File: src/rtl/fl_pkg.sv
package fl_pkg;

  typedef enum logic [2:0] {
    ST_IDLE,
    ST_PRECHK,
    ST_PULSE,
    ST_RECOVER,
    ST_SELWAIT,
    ST_FINISH
  } fl_state_e;

  // One-hot channel bit for a channel index.
  function automatic logic [1:0] fl_chan_bit(input logic ch);
    return ch ? 2'b10 : 2'b01;
  endfunction

  // On-state class: faulted and enabled when the search began.
  function automatic logic [1:0] fl_class_on(input logic [1:0] mask,
                                             input logic [1:0] en_cap);
    return mask & en_cap;
  endfunction

  // Verdict after a pulse on channel ch.
  function automatic logic [1:0] fl_toggle_verdict(input logic ch,
                                                   input logic still_faulted);
    if (!still_faulted) return fl_chan_bit(ch);
    return ch ? 2'b11 : 2'b00;
  endfunction

  // Pulse length in ns for a cycle count at a clock in kHz.
  function automatic longint fl_cycles_to_ns(input longint cyc,
                                             input longint khz);
    return (cyc * 64'd1000000) / khz;
  endfunction

endpackage

File: src/rtl/fl_sync.sv
module fl_sync #(
  parameter int          WIDTH   = 2,
  parameter int          STAGES  = 2,
  parameter logic [WIDTH-1:0] RST_VAL = '0
) (
  input  logic             clk,
  input  logic             rst_n,
  input  logic [WIDTH-1:0] d_i,
  output logic [WIDTH-1:0] q_o
);

  logic [STAGES-1:0][WIDTH-1:0] stg;

  for (genvar s = 0; s < STAGES; s++) begin : g_stage
    if (s == 0) begin : g_first
      always_ff @(posedge clk or negedge rst_n) begin
        if (!rst_n) stg[s] <= RST_VAL;
        else        stg[s] <= d_i;
      end
    end else begin : g_next
      always_ff @(posedge clk or negedge rst_n) begin
        if (!rst_n) stg[s] <= RST_VAL;
        else        stg[s] <= stg[s-1];
      end
    end
  end

  assign q_o = stg[STAGES-1];

endmodule

File: src/rtl/fl_timer.sv
module fl_timer #(
  parameter int TW = 6
) (
  input  logic          clk,
  input  logic          rst_n,
  input  logic          load_i,
  input  logic [TW-1:0] load_val_i,
  output logic          expired_o
);

  logic [TW-1:0] cnt_q;
  logic          run_q;

  always_ff @(posedge clk or negedge rst_n) begin
    if (!rst_n) begin
      cnt_q <= '0;
      run_q <= 1'b0;
    end else if (load_i) begin
      cnt_q <= load_val_i - TW'(1);
      run_q <= 1'b1;
    end else if (run_q) begin
      if (cnt_q == '0) run_q <= 1'b0;
      else             cnt_q <= cnt_q - TW'(1);
    end
  end

  assign expired_o = run_q && (cnt_q == '0);

  // A zero-length window would wrap the counter and stretch a pulse.
  p_load_nonzero_r4: assert property (@(posedge clk) disable iff (!rst_n)
    load_i |-> load_val_i != '0);

  // Expiry ends the window unless it is reloaded.
  p_expire_stops_r4: assert property (@(posedge clk) disable iff (!rst_n)
    expired_o && !load_i |=> !expired_o);

endmodule

File: src/rtl/fl_seq.sv
module fl_seq
  import fl_pkg::*;
#(
  parameter int TW         = 6,
  parameter int PULSE_CYC  = 40,
  parameter int SETTLE_CYC = 6
) (
  input  logic          clk,
  input  logic          rst_n,
  input  logic          trig_i,
  input  logic          use_sense_i,
  input  logic [1:0]    en_req_i,
  input  logic          fault_now_i,
  input  logic          sns_now_i,
  input  logic          tmr_exp_i,
  output logic          tmr_load_o,
  output logic [TW-1:0] tmr_val_o,
  output logic [1:0]    en_o,
  output logic          sel_o,
  output logic          busy_o,
  output logic          done_o,
  output logic [1:0]    mask_o,
  output logic [1:0]    onstate_o,
  output logic [1:0]    en_snap_o
);

  localparam logic [TW-1:0] PULSE_V  = TW'(PULSE_CYC);
  localparam logic [TW-1:0] SETTLE_V = TW'(SETTLE_CYC);

  fl_state_e  state_q, state_d;
  logic       ch_q, ch_d;
  logic [1:0] work_q, work_d;
  logic [1:0] snap_q;
  logic [1:0] mask_q, on_q;

  // Named events for the assertions.
  logic       accept_evt;
  logic       finish_evt;
  logic [1:0] pulse_flip;

  assign accept_evt = (state_q == ST_IDLE) && trig_i;
  assign finish_evt = (state_d == ST_FINISH) && (state_q != ST_FINISH);
  assign pulse_flip = (state_q == ST_PULSE) ? fl_chan_bit(ch_q) : 2'b00;

  always_comb begin
    state_d    = state_q;
    ch_d       = ch_q;
    work_d     = work_q;
    tmr_load_o = 1'b0;
    tmr_val_o  = SETTLE_V;
    unique case (state_q)
      ST_IDLE: begin
        if (trig_i) begin
          ch_d       = 1'b0;
          work_d     = 2'b00;
          tmr_load_o = 1'b1;
          state_d    = use_sense_i ? ST_SELWAIT : ST_PRECHK;
        end
      end
      ST_PRECHK: begin
        if (tmr_exp_i) begin
          if (fault_now_i) begin
            tmr_load_o = 1'b1;
            tmr_val_o  = PULSE_V;
            state_d    = ST_PULSE;
          end else begin
            work_d  = 2'b00;
            state_d = ST_FINISH;
          end
        end
      end
      ST_PULSE: begin
        if (tmr_exp_i) begin
          tmr_load_o = 1'b1;
          state_d    = ST_RECOVER;
        end
      end
      ST_RECOVER: begin
        if (tmr_exp_i) begin
          if (fault_now_i && !ch_q) begin
            ch_d       = 1'b1;
            tmr_load_o = 1'b1;
            tmr_val_o  = PULSE_V;
            state_d    = ST_PULSE;
          end else begin
            work_d  = fl_toggle_verdict(ch_q, fault_now_i);
            state_d = ST_FINISH;
          end
        end
      end
      ST_SELWAIT: begin
        if (tmr_exp_i) begin
          work_d = work_q | (sns_now_i ? fl_chan_bit(ch_q) : 2'b00);
          if (!ch_q) begin
            ch_d       = 1'b1;
            tmr_load_o = 1'b1;
          end else begin
            state_d = ST_FINISH;
          end
        end
      end
      ST_FINISH: state_d = ST_IDLE;
      default:   state_d = ST_IDLE;
    endcase
  end

  always_ff @(posedge clk or negedge rst_n) begin
    if (!rst_n) begin
      state_q <= ST_IDLE;
      ch_q    <= 1'b0;
      work_q  <= 2'b00;
      snap_q  <= 2'b00;
      mask_q  <= 2'b00;
      on_q    <= 2'b00;
    end else begin
      state_q <= state_d;
      ch_q    <= ch_d;
      work_q  <= work_d;
      if (accept_evt) snap_q <= en_req_i;
      if (finish_evt) begin
        mask_q <= work_d;
        on_q   <= fl_class_on(work_d, snap_q);
      end
    end
  end

  assign busy_o    = (state_q != ST_IDLE);
  assign done_o    = (state_q == ST_FINISH);
  assign sel_o     = (state_q == ST_SELWAIT) && ch_q;
  assign en_o      = busy_o ? (snap_q ^ pulse_flip) : en_req_i;
  assign mask_o    = mask_q;
  assign onstate_o = on_q;
  assign en_snap_o = snap_q;

  p_done_in_busy_r9: assert property (@(posedge clk) disable iff (!rst_n)
    done_o |-> busy_o);

  p_done_single_r9: assert property (@(posedge clk) disable iff (!rst_n)
    done_o |=> !done_o && !busy_o);

  p_done_restored_r9: assert property (@(posedge clk) disable iff (!rst_n)
    done_o |-> en_o == snap_q);

  p_results_hold_r9: assert property (@(posedge clk) disable iff (!rst_n)
    !done_o |-> $stable(mask_o) && $stable(onstate_o));

  p_class_subset_r8: assert property (@(posedge clk) disable iff (!rst_n)
    (onstate_o & ~mask_o) == 2'b00);

  p_one_flip_r4: assert property (@(posedge clk) disable iff (!rst_n)
    busy_o |-> $countones(en_o ^ snap_q) <= 1);

  p_sel_no_pulse_r7: assert property (@(posedge clk) disable iff (!rst_n)
    sel_o |-> en_o == snap_q);

  p_snap_hold_r10: assert property (@(posedge clk) disable iff (!rst_n)
    busy_o && !done_o |=> $stable(snap_q) && busy_o);

endmodule

File: src/rtl/fault_locator.sv
module fault_locator
  import fl_pkg::*;
#(
  parameter int CLK_KHZ      = 125000,
  parameter int MAX_PULSE_NS = 10000,
  parameter int PULSE_CYC    = 40,
  parameter int SETTLE_CYC   = 6,
  parameter int SYNC_STAGES  = 2
) (
  input  logic       clk,
  input  logic       rst_n,
  input  logic       flt_n_i,
  input  logic       sns_flag_i,
  input  logic       start_i,
  input  logic       use_sense_i,
  input  logic [1:0] en_req_i,
  output logic [1:0] en_o,
  output logic       sel_o,
  output logic       busy_o,
  output logic       done_o,
  output logic [1:0] fault_mask_o,
  output logic [1:0] fault_onstate_o
);

  localparam int     MAX_WIN  = (PULSE_CYC > SETTLE_CYC) ? PULSE_CYC : SETTLE_CYC;
  localparam int     TW       = $clog2(MAX_WIN + 1);
  localparam longint PULSE_NS = fl_cycles_to_ns(PULSE_CYC, CLK_KHZ);

  initial begin
    p_pulse_bound_r11: assert (PULSE_NS < MAX_PULSE_NS && PULSE_CYC > 0 && SETTLE_CYC > 0)
      else $error("identification pulse of %0d ns breaks the %0d ns bound", PULSE_NS, MAX_PULSE_NS);
  end

  // Bit 1: fault line (idles high), bit 0: sense flag (idles low).
  logic [1:0] sync_q;
  logic       flt_n_s, sns_s, flt_n_d;
  logic       fault_evt, trig;

  fl_sync #(.WIDTH(2), .STAGES(SYNC_STAGES), .RST_VAL(2'b10)) u_sync (
    .clk   (clk),
    .rst_n (rst_n),
    .d_i   ({flt_n_i, sns_flag_i}),
    .q_o   (sync_q)
  );

  assign flt_n_s = sync_q[1];
  assign sns_s   = sync_q[0];

  always_ff @(posedge clk or negedge rst_n) begin
    if (!rst_n) flt_n_d <= 1'b1;
    else        flt_n_d <= flt_n_s;
  end

  assign fault_evt = flt_n_d && !flt_n_s;
  assign trig      = start_i || fault_evt;

  logic          tmr_load, tmr_exp;
  logic [TW-1:0] tmr_val;
  logic [1:0]    en_snap;

  fl_timer #(.TW(TW)) u_timer (
    .clk        (clk),
    .rst_n      (rst_n),
    .load_i     (tmr_load),
    .load_val_i (tmr_val),
    .expired_o  (tmr_exp)
  );

  fl_seq #(.TW(TW), .PULSE_CYC(PULSE_CYC), .SETTLE_CYC(SETTLE_CYC)) u_seq (
    .clk         (clk),
    .rst_n       (rst_n),
    .trig_i      (trig),
    .use_sense_i (use_sense_i),
    .en_req_i    (en_req_i),
    .fault_now_i (!flt_n_s),
    .sns_now_i   (sns_s),
    .tmr_exp_i   (tmr_exp),
    .tmr_load_o  (tmr_load),
    .tmr_val_o   (tmr_val),
    .en_o        (en_o),
    .sel_o       (sel_o),
    .busy_o      (busy_o),
    .done_o      (done_o),
    .mask_o      (fault_mask_o),
    .onstate_o   (fault_onstate_o),
    .en_snap_o   (en_snap)
  );

  // Pulse width watch: a counter instead of a long $past window.
  logic          pulse_on;
  logic [TW:0]   pw_cnt;

  assign pulse_on = busy_o && (en_o != en_snap);

  always_ff @(posedge clk or negedge rst_n) begin
    if (!rst_n)        pw_cnt <= '0;
    else if (pulse_on) pw_cnt <= pw_cnt + (TW+1)'(1);
    else               pw_cnt <= '0;
  end

  p_pulse_len_r4: assert property (@(posedge clk) disable iff (!rst_n)
    $fell(pulse_on) |-> pw_cnt == (TW+1)'(PULSE_CYC));

  p_pulse_cap_r11: assert property (@(posedge clk) disable iff (!rst_n)
    pulse_on |-> pw_cnt < (TW+1)'(PULSE_CYC));

endmodule

File: config.mk
export PLATFORM = sky130hd
export DESIGN_NAME = fault_locator
export DESIGN_NICKNAME = d
export VERILOG_FILES = /design/src/rtl/fl_pkg.sv /design/src/rtl/fl_sync.sv /design/src/rtl/fl_timer.sv /design/src/rtl/fl_seq.sv /design/src/rtl/fault_locator.sv
export SDC_FILE = /design/constraint.sdc
export NUM_CORES = 1
export LEC_CHECK = 0
export BUFFER_PORTS_ARGS = -buffer_cell sky130_fd_sc_hd__buf_2
export CORE_MARGIN = 8
export CORE_UTILIZATION = 60
export DETAILED_ROUTE_END_ITERATION = 12
export PLACE_DENSITY = 0.94
export SKIP_CTS_REPAIR_TIMING = 1
export SLEW_MARGIN = 20
export SYNTH_ARGS = -nofsm -noshare
export SYNTH_HDL_FRONTEND = slang
export SYNTH_SLANG_ARGS = --single-unit
File: constraint.sdc
create_clock -name clk -period 7.5 [get_ports clk]
set_input_delay 0 -clock clk [delete_from_list [all_inputs] [get_ports clk]]
set_output_delay 0 -clock clk [all_outputs]
set_load 0.02 [all_outputs]
-- Word level (Yosys, flattened, before mapping)
Cells that the tools add are included.
- bits in registers: 24
- output and inout bits: 9
- logic and storage cells: 97
- $add $sub $neg: 2
- equal/unequal tests: 12
- muxes and demuxes: 53
- bitwise operators: 3
- reduce and logical (&&, ||, !) cells: 16
- operators with widths (operator ; number):
    $mux 6 ; 7
    $mux 3 ; 9
    $mux 2 ; 13
    $mux 1 ; 19
    $pmux 3 s5 ; 1
    $pmux 6 s2 ; 1
    $sub 6x1->6 const B ; 2
    $eq 3x3->1 const B ; 3
    $pmux 2 s4 ; 1
    $eq 3x2->1 const B ; 2
    $logic_and 1x1->1 ; 6
    $logic_not 6->1 ; 1
    $ne 2x2->1 const B ; 3
    $reduce_bool 3->1 ; 2
    $pmux 1 s5 ; 1
    $reduce_and 5->1 ; 1
    $ne 2x1->1 const B ; 2
    $eq 3x1->1 const B ; 1
    $logic_not 3->1 ; 1
    $ne 3x3->1 const B ; 1
    $pmux 1 s3 ; 1
    $and 2x2->2 ; 1
    $logic_not 1->1 ; 2
    $or 2x2->2 ; 1
    other kinds (4) ; 4

-- Depth between registers and ports, before layout
- depth after elaboration: 10
- mapped depth: 10
- mapped depth without buffers: 10

-- Cells and area by module
From an unflattened synthesis, not the netlist that was laid out.
- cells, all modules: 154
- area total of the unflattened synthesis: 1425.1 sq um
- modules (own cells, without submodules) (module ; times used ; cells each ; area an instance (sq um)):
    fl_seq ; 1 ; 99 ; 829.5
    fl_timer ; 1 ; 46 ; 440.4
    fl_sync ; 1 ; 6 ; 117.6
    fault_locator ; 1 ; 3 ; 37.5

-- Least setup slack after synthesis
Ideal clock, no wire load.
- path kind: reg2reg
- from: reg u_sync.stg, in the netlist u_sync.q_o[1]
- to: reg u_timer.cnt_q[4]
- library setup time: 0.128 ns
- data arrival time: 2.230 ns
- slack: 5.142 ns
- cell stages (with the launch flop): 11
- path buffers: 0
- period minus slack after synthesis: 2.358 ns
- cells stage by stage: dfstp_2 inv_1 ha_1 nand2b_1 a221oi_1 o21ai_2 o21ai_0 ha_1 nor4b_1 xnor2_1 nor2_1
- cells in the longest elaborated chain, start to end: 7
- RTL lines (element ; RTL line ; text):
    start: declaration ; fl_sync.sv:12 ; logic [STAGES-1:0][WIDTH-1:0] stg;
    start signal: indexed assignment ; fl_sync.sv:23 ; else stg[s] <= stg[s-1];
    $logic_not 1->1 ; fault_locator.sv:54, fault_locator.sv:75 ;
    $logic_and 1x1->1 (on tied branches) ; fl_seq.sv:80, fault_locator.sv:54 ;
    $mux 6 (tied with other cells) ; fl_seq.sv:80 ; if (fault_now_i && !ch_q) begin
    $mux 6 (tied with other cells) ; fl_seq.sv:79 ; if (tmr_exp_i) begin
    $pmux 6 s2 / $pmux 1 s5 (equally long branches) ; fl_seq.sv:51 ; unique case (state_q)
    $sub 6x1->6 (tied with other cells) ; fl_timer.sv:19 ; cnt_q <= load_val_i - TW'(1);
    $mux 6 / $reduce_and 2->1 (equally long branches) ; - ;
    end signal: assignment ; fl_timer.sv:19 ;
    end signal: assignment ; fl_timer.sv:23 ; else cnt_q <= cnt_q - TW'(1);
    end: declaration ; fl_timer.sv:11 ; logic [TW-1:0] cnt_q;
Several ways; a longest one is shown, not always the timed one.
A chain may end at the register's enable or synchronous reset.

-- Worst setup path in the final report
Same ends and word-level chain as after synthesis.

==> metrics.log <==
INFO  metric outcome = finished, violations left
INFO  metric violations = negative hold slack
INFO  metric r2r_slack = 4.81 ns
INFO  metric power.switching_fraction = 0.437
INFO  metric synth_cells = about 130
INFO  metric area_growth_syn_to_fin = 14.5%
INFO  metric start_util = 0.613
INFO  metric tritoncts_num_sinks = 24
INFO  metric synth.cell_area = between 0.001 and 0.0015 mm2
INFO  metric post_drt_wl_per_cell = approximately 16 um
INFO  metric cts-root-to-sink-buffers = 2
INFO  metric placement.cell_area = 0.00141 mm2
INFO  metric clock.fmax = approximately 370 MHz
INFO  metric route.vias.total = ~1100
INFO  metric post-route-drc-count = 0
INFO  metric coreArea = between 0.002 and 0.0025 mm2
INFO  metric totalWireLength = roughly 2.8 mm
INFO  metric slew_headroom = 0.515
INFO  metric seq_area_frac_synth = 0.459
INFO  metric grt_remaining_overflow = 0
INFO  metric ys_async_sr_fraction = 1.00
INFO  metric die-width = between 60 and 70 um
INFO  metric period_share = 0.358
INFO  metric cts_inserted_buffers = 3
INFO  metric design.die.area = 0.00395 mm2
INFO  metric worstReg2RegStart = u_sync.q_o[1]
INFO  metric post_layout_nonfiller_instances = ~180
INFO  metric antenna_left = 0
INFO  metric startpoint_type = register
INFO  metric int_power = around 0.00036 W
INFO  metric timing.critical_path.fanout_max = 8
INFO  metric clk_pin_slew_worst_paths = around 0.13 ns
INFO  metric tritoncts_clock_tree = yes
INFO  metric commonest_non_fill_non_tap_cells_in_the_layout = 21 x sky130_fd_sc_hd__dfrtp_1, 16 x sky130_fd_sc_hd__buf_2, 12 x sky130_fd_sc_hd__nor2_1
INFO  metric cp.arrival = about 2.9 ns
INFO  metric groute.usage.overall = 0.141
INFO  metric critical-path-max-stage-delay = just under 0.6 ns
INFO  metric p_seq_frac = 0.375
INFO  metric rsz0062_at_grt = no
INFO  metric power.ir.vdd_worst = roughly 0.00026 V
INFO  metric critical_path.startpoint = u_sync.q_o[1]
INFO  metric worstPathBufferInverterCount = 1
INFO  metric report.final.setup_viol = 0
INFO  metric synth_area_per_cell = between 10 and 15 um2
INFO  metric postLayoutCellArea = 0.00151 mm2
INFO  metric worstRegToRegCells = 10
INFO  metric synth.net_count = 138
INFO  metric grt_pass1_wl = between 4 and 5 mm
INFO  metric htreeDepth = 1
INFO  metric p_leak = roughly 0.68 nW
INFO  metric num-fill-cells = roughly 160
INFO  metric power_frac_clock = 0.146
INFO  metric gp_congestion = roughly 0.94
INFO  metric worstPathCellList = inv_1 -> ha_1 -> nand2b_1 -> a221oi_1 -> o21ai_2 -> o21ai_0 -> ha_1 -> nor4b_1 -> xnor2_1 -> nor2_1
INFO  metric grt_pass1_vias = approximately 1000
INFO  metric multi_input_area = about 650 um2
INFO  metric worst_path_most_repeated_cell = sky130_fd_sc_hd__ha_1
INFO  metric cts-root-buf = sky130_fd_sc_hd__clkbuf_4
INFO  metric tightest_slew = 0.726 ns
INFO  metric cp_data_required_time = 7.70 ns
INFO  metric share_of_layout_cells_above_drive_strength_1 = 0.255
INFO  metric antenna_found_initial = 0
INFO  metric insertion_delay = approximately 0.31 ns
INFO  metric nNetsFinal = 160
INFO  metric layout.cells.most_common = sky130_fd_sc_hd__dfrtp_1
INFO  metric finalHoldViolCount = 1
INFO  metric grt_max_degree = 25
INFO  metric worstSetupPathDepth = 10
INFO  metric holdCritPathClass = in2reg
INFO  metric period_minus_slack = about 2.7 ns
INFO  metric die_height = 62.8 um
INFO  metric comb_power_share = 0.480
INFO  metric placement_rows = 17
INFO  metric ioPinCount = 17
INFO  metric buffer_ports.inserted = 16
INFO  metric crit_path_end_kind = register
INFO  metric synth-main-ff-cell = sky130_fd_sc_hd__dfrtp_1
INFO  metric hold_slack = -0.00105 ns
INFO  metric clock_skew = between 0.004 and 0.005 ns
INFO  metric number_of_antenna_cells_inserted = 0
INFO  metric vias_per_cell = around 6.2
INFO  metric synth-seq-cells = 24
INFO  metric regToRegEndpoint = u_timer.cnt_q[4]
INFO  metric critical_path.endpoint = u_timer.cnt_q[4]
INFO  metric drt-pass1-iter-count = 4
INFO  metric slowest_stage = sky130_fd_sc_hd__dfstp_2
INFO  metric pwr_density_cell = 423 mW/mm2
INFO  metric final-seq-area = a little over 600 um2
INFO  metric dpl_hpwl = 2.00 mm
INFO  metric synth_edf_count = 0
INFO  metric number_of_distinct_library_cells_after_synthesis = 48
INFO  metric final.setup.tns = 0 ns
INFO  metric place.detailed.instances = about 170
INFO  metric type_of_the_setup_path_with_the_least_slack = reg2reg
INFO  metric maxCapViolCount = 0
INFO  metric p_switching = ~0.00028 W
INFO  metric yosys_warnings = 0
INFO  metric number_of_violations_reported_at_the_end_of_detailed_routing_iteration_0 = 50
INFO  metric timing.critical_path.max_delay_family = compound AO/OA/AOI/OAI gates
INFO  metric timing_max_transition_violations_final = 0
-- Yosys cell counts (2+ instances only) --
library cell / count / area (um2)
sky130_fd_sc_hd__dfrtp_1: 21 / 526
sky130_fd_sc_hd__nor2_1: 12 / 45.0
sky130_fd_sc_hd__inv_1: 9 / 33.8
sky130_fd_sc_hd__nand2_1: 6 / 22.5
sky130_fd_sc_hd__o21ai_0: 6 / 30.0
sky130_fd_sc_hd__a21oi_1: 4 / 20.0
sky130_fd_sc_hd__a31oi_1: 4 / 25.0
sky130_fd_sc_hd__mux2_2: 4 / 45.0
sky130_fd_sc_hd__nor2b_1: 4 / 25.0
sky130_fd_sc_hd__buf_2: 3 / 15.0
sky130_fd_sc_hd__dfstp_2: 3 / 78.8
sky130_fd_sc_hd__nand2b_1: 3 / 18.8
sky130_fd_sc_hd__nand3_1: 3 / 15.0
sky130_fd_sc_hd__a22o_1: 2 / 17.5
sky130_fd_sc_hd__a31o_2: 2 / 17.5
sky130_fd_sc_hd__and2_1: 2 / 12.5
sky130_fd_sc_hd__and3_1: 2 / 12.5
sky130_fd_sc_hd__ha_1: 2 / 25.0
sky130_fd_sc_hd__mux2i_1: 2 / 20.0
sky130_fd_sc_hd__nor3_1: 2 / 10.0
sky130_fd_sc_hd__nor4b_1: 2 / 17.5
sky130_fd_sc_hd__o22ai_1: 2 / 12.5
sky130_fd_sc_hd__or3_1: 2 / 12.5
sky130_fd_sc_hd__xnor2_1: 2 / 17.5
-- through the flow --
step            util  total power [W]  hold slack (ns)  setup WS [ns]
6_report       0.702         0.000638         -0.00105           4.81
5_1_grt        0.702         0.000683           0.0262           4.55
4_1_cts        0.679         0.000635           -0.349           4.84
3_5_place_dp   0.654         0.000539          0.00449           4.89
3_3_place_gp   0.654         0.000524          0.00407           5.01
2_1_floorplan      -         0.000467           -0.296           5.14
-- worst min-delay path by stage --
| stage | startpoint | to | slack [ns] | depth (start not counted) |
|---|---|---|---|---|
| after global placement | rst_n | u_timer.cnt_q[5] | 0.004 | 1 |
| final | use_sense_i | u_seq.state_q[0] | -0.001 | 4 |
| after CTS | rst_n | u_seq.state_q[1] | -0.35 | 1 |
| after floorplan | rst_n | u_seq.ch_q | -0.30 | 0 |
| after global routing | use_sense_i | u_seq.state_q[0] | 0.03 | 4 |
| after detailed placement | rst_n | u_seq.state_q[2] | 0.004 | 1 |
-- state kept, by name (all words and copies together) (netlist names), 2 cells and up --
signal and cells:
u_sync.q_o 2, u_seq.onstate_o 2, u_sync.stg 2, u_seq.work_q 2, u_seq.en_snap_o 2, u_timer.cnt_q 6, u_seq.mask_o 2, u_seq.state_q 3
-- power by group through the flow --
| stage | combinational, W | clock [W] | sequential, W |
|---|---|---|---|
| final | 0.000306 | 0.0000929 | 0.000239 |
| after global routing | 0.000339 | 0.0000988 | 0.000245 |
| after CTS | 0.000304 | 0.0000946 | 0.000236 |
| after detailed placement | 0.000301 | 0 | 0.000239 |
| after global placement | 0.000290 | 0 | 0.000233 |
| after floorplan | 0.000253 | 0 | 0.000213 |
-- layout make-up --
class | instances | share of cell area
inverters | 9 | 0.0224
clock inverters | 1 | 0.0199
well taps | 28 | 0.0232
flip-flops and latches | 24 | 0.401
clock buffers | 3 | 0.0149
repair buffers | 21 | 0.0863
multi-input cells | 91 | 0.432
-- cells by family after synthesis --
family	Yosys count	share of synthesized area
flops	24	0.459
xor+xnor	3	0.0200
buf+inv	13	0.0456
compound gates	35	0.211
fa+ha+maj	2	0.0190
mux	6	0.0494
simple gates	45	0.196
-- worst register-to-register path: stages (launching register included) --
cell and delay (ns):
sky130_fd_sc_hd__dfstp_2 0.59, sky130_fd_sc_hd__inv_1 0.09, sky130_fd_sc_hd__ha_1 0.25, sky130_fd_sc_hd__nand2b_1 0.16
sky130_fd_sc_hd__a221oi_1 0.33, sky130_fd_sc_hd__o21ai_2 0.16, sky130_fd_sc_hd__o21ai_0 0.23, sky130_fd_sc_hd__ha_1 0.22
sky130_fd_sc_hd__nor4b_1 0.32, sky130_fd_sc_hd__xnor2_1 0.17, sky130_fd_sc_hd__nor2_1 0.06
-- metal layers --
| layer | track usage | wire length (um) |
|---|---|---|
| met1 | 0.181 | 1230 |
| met2 | 0.230 | 1360 |
| met3 | 0.0269 | 154 |
| met4 | 0.0513 | 41 |
| met5 | 0 | 0 |
Power figures use the tool's default switching activity.
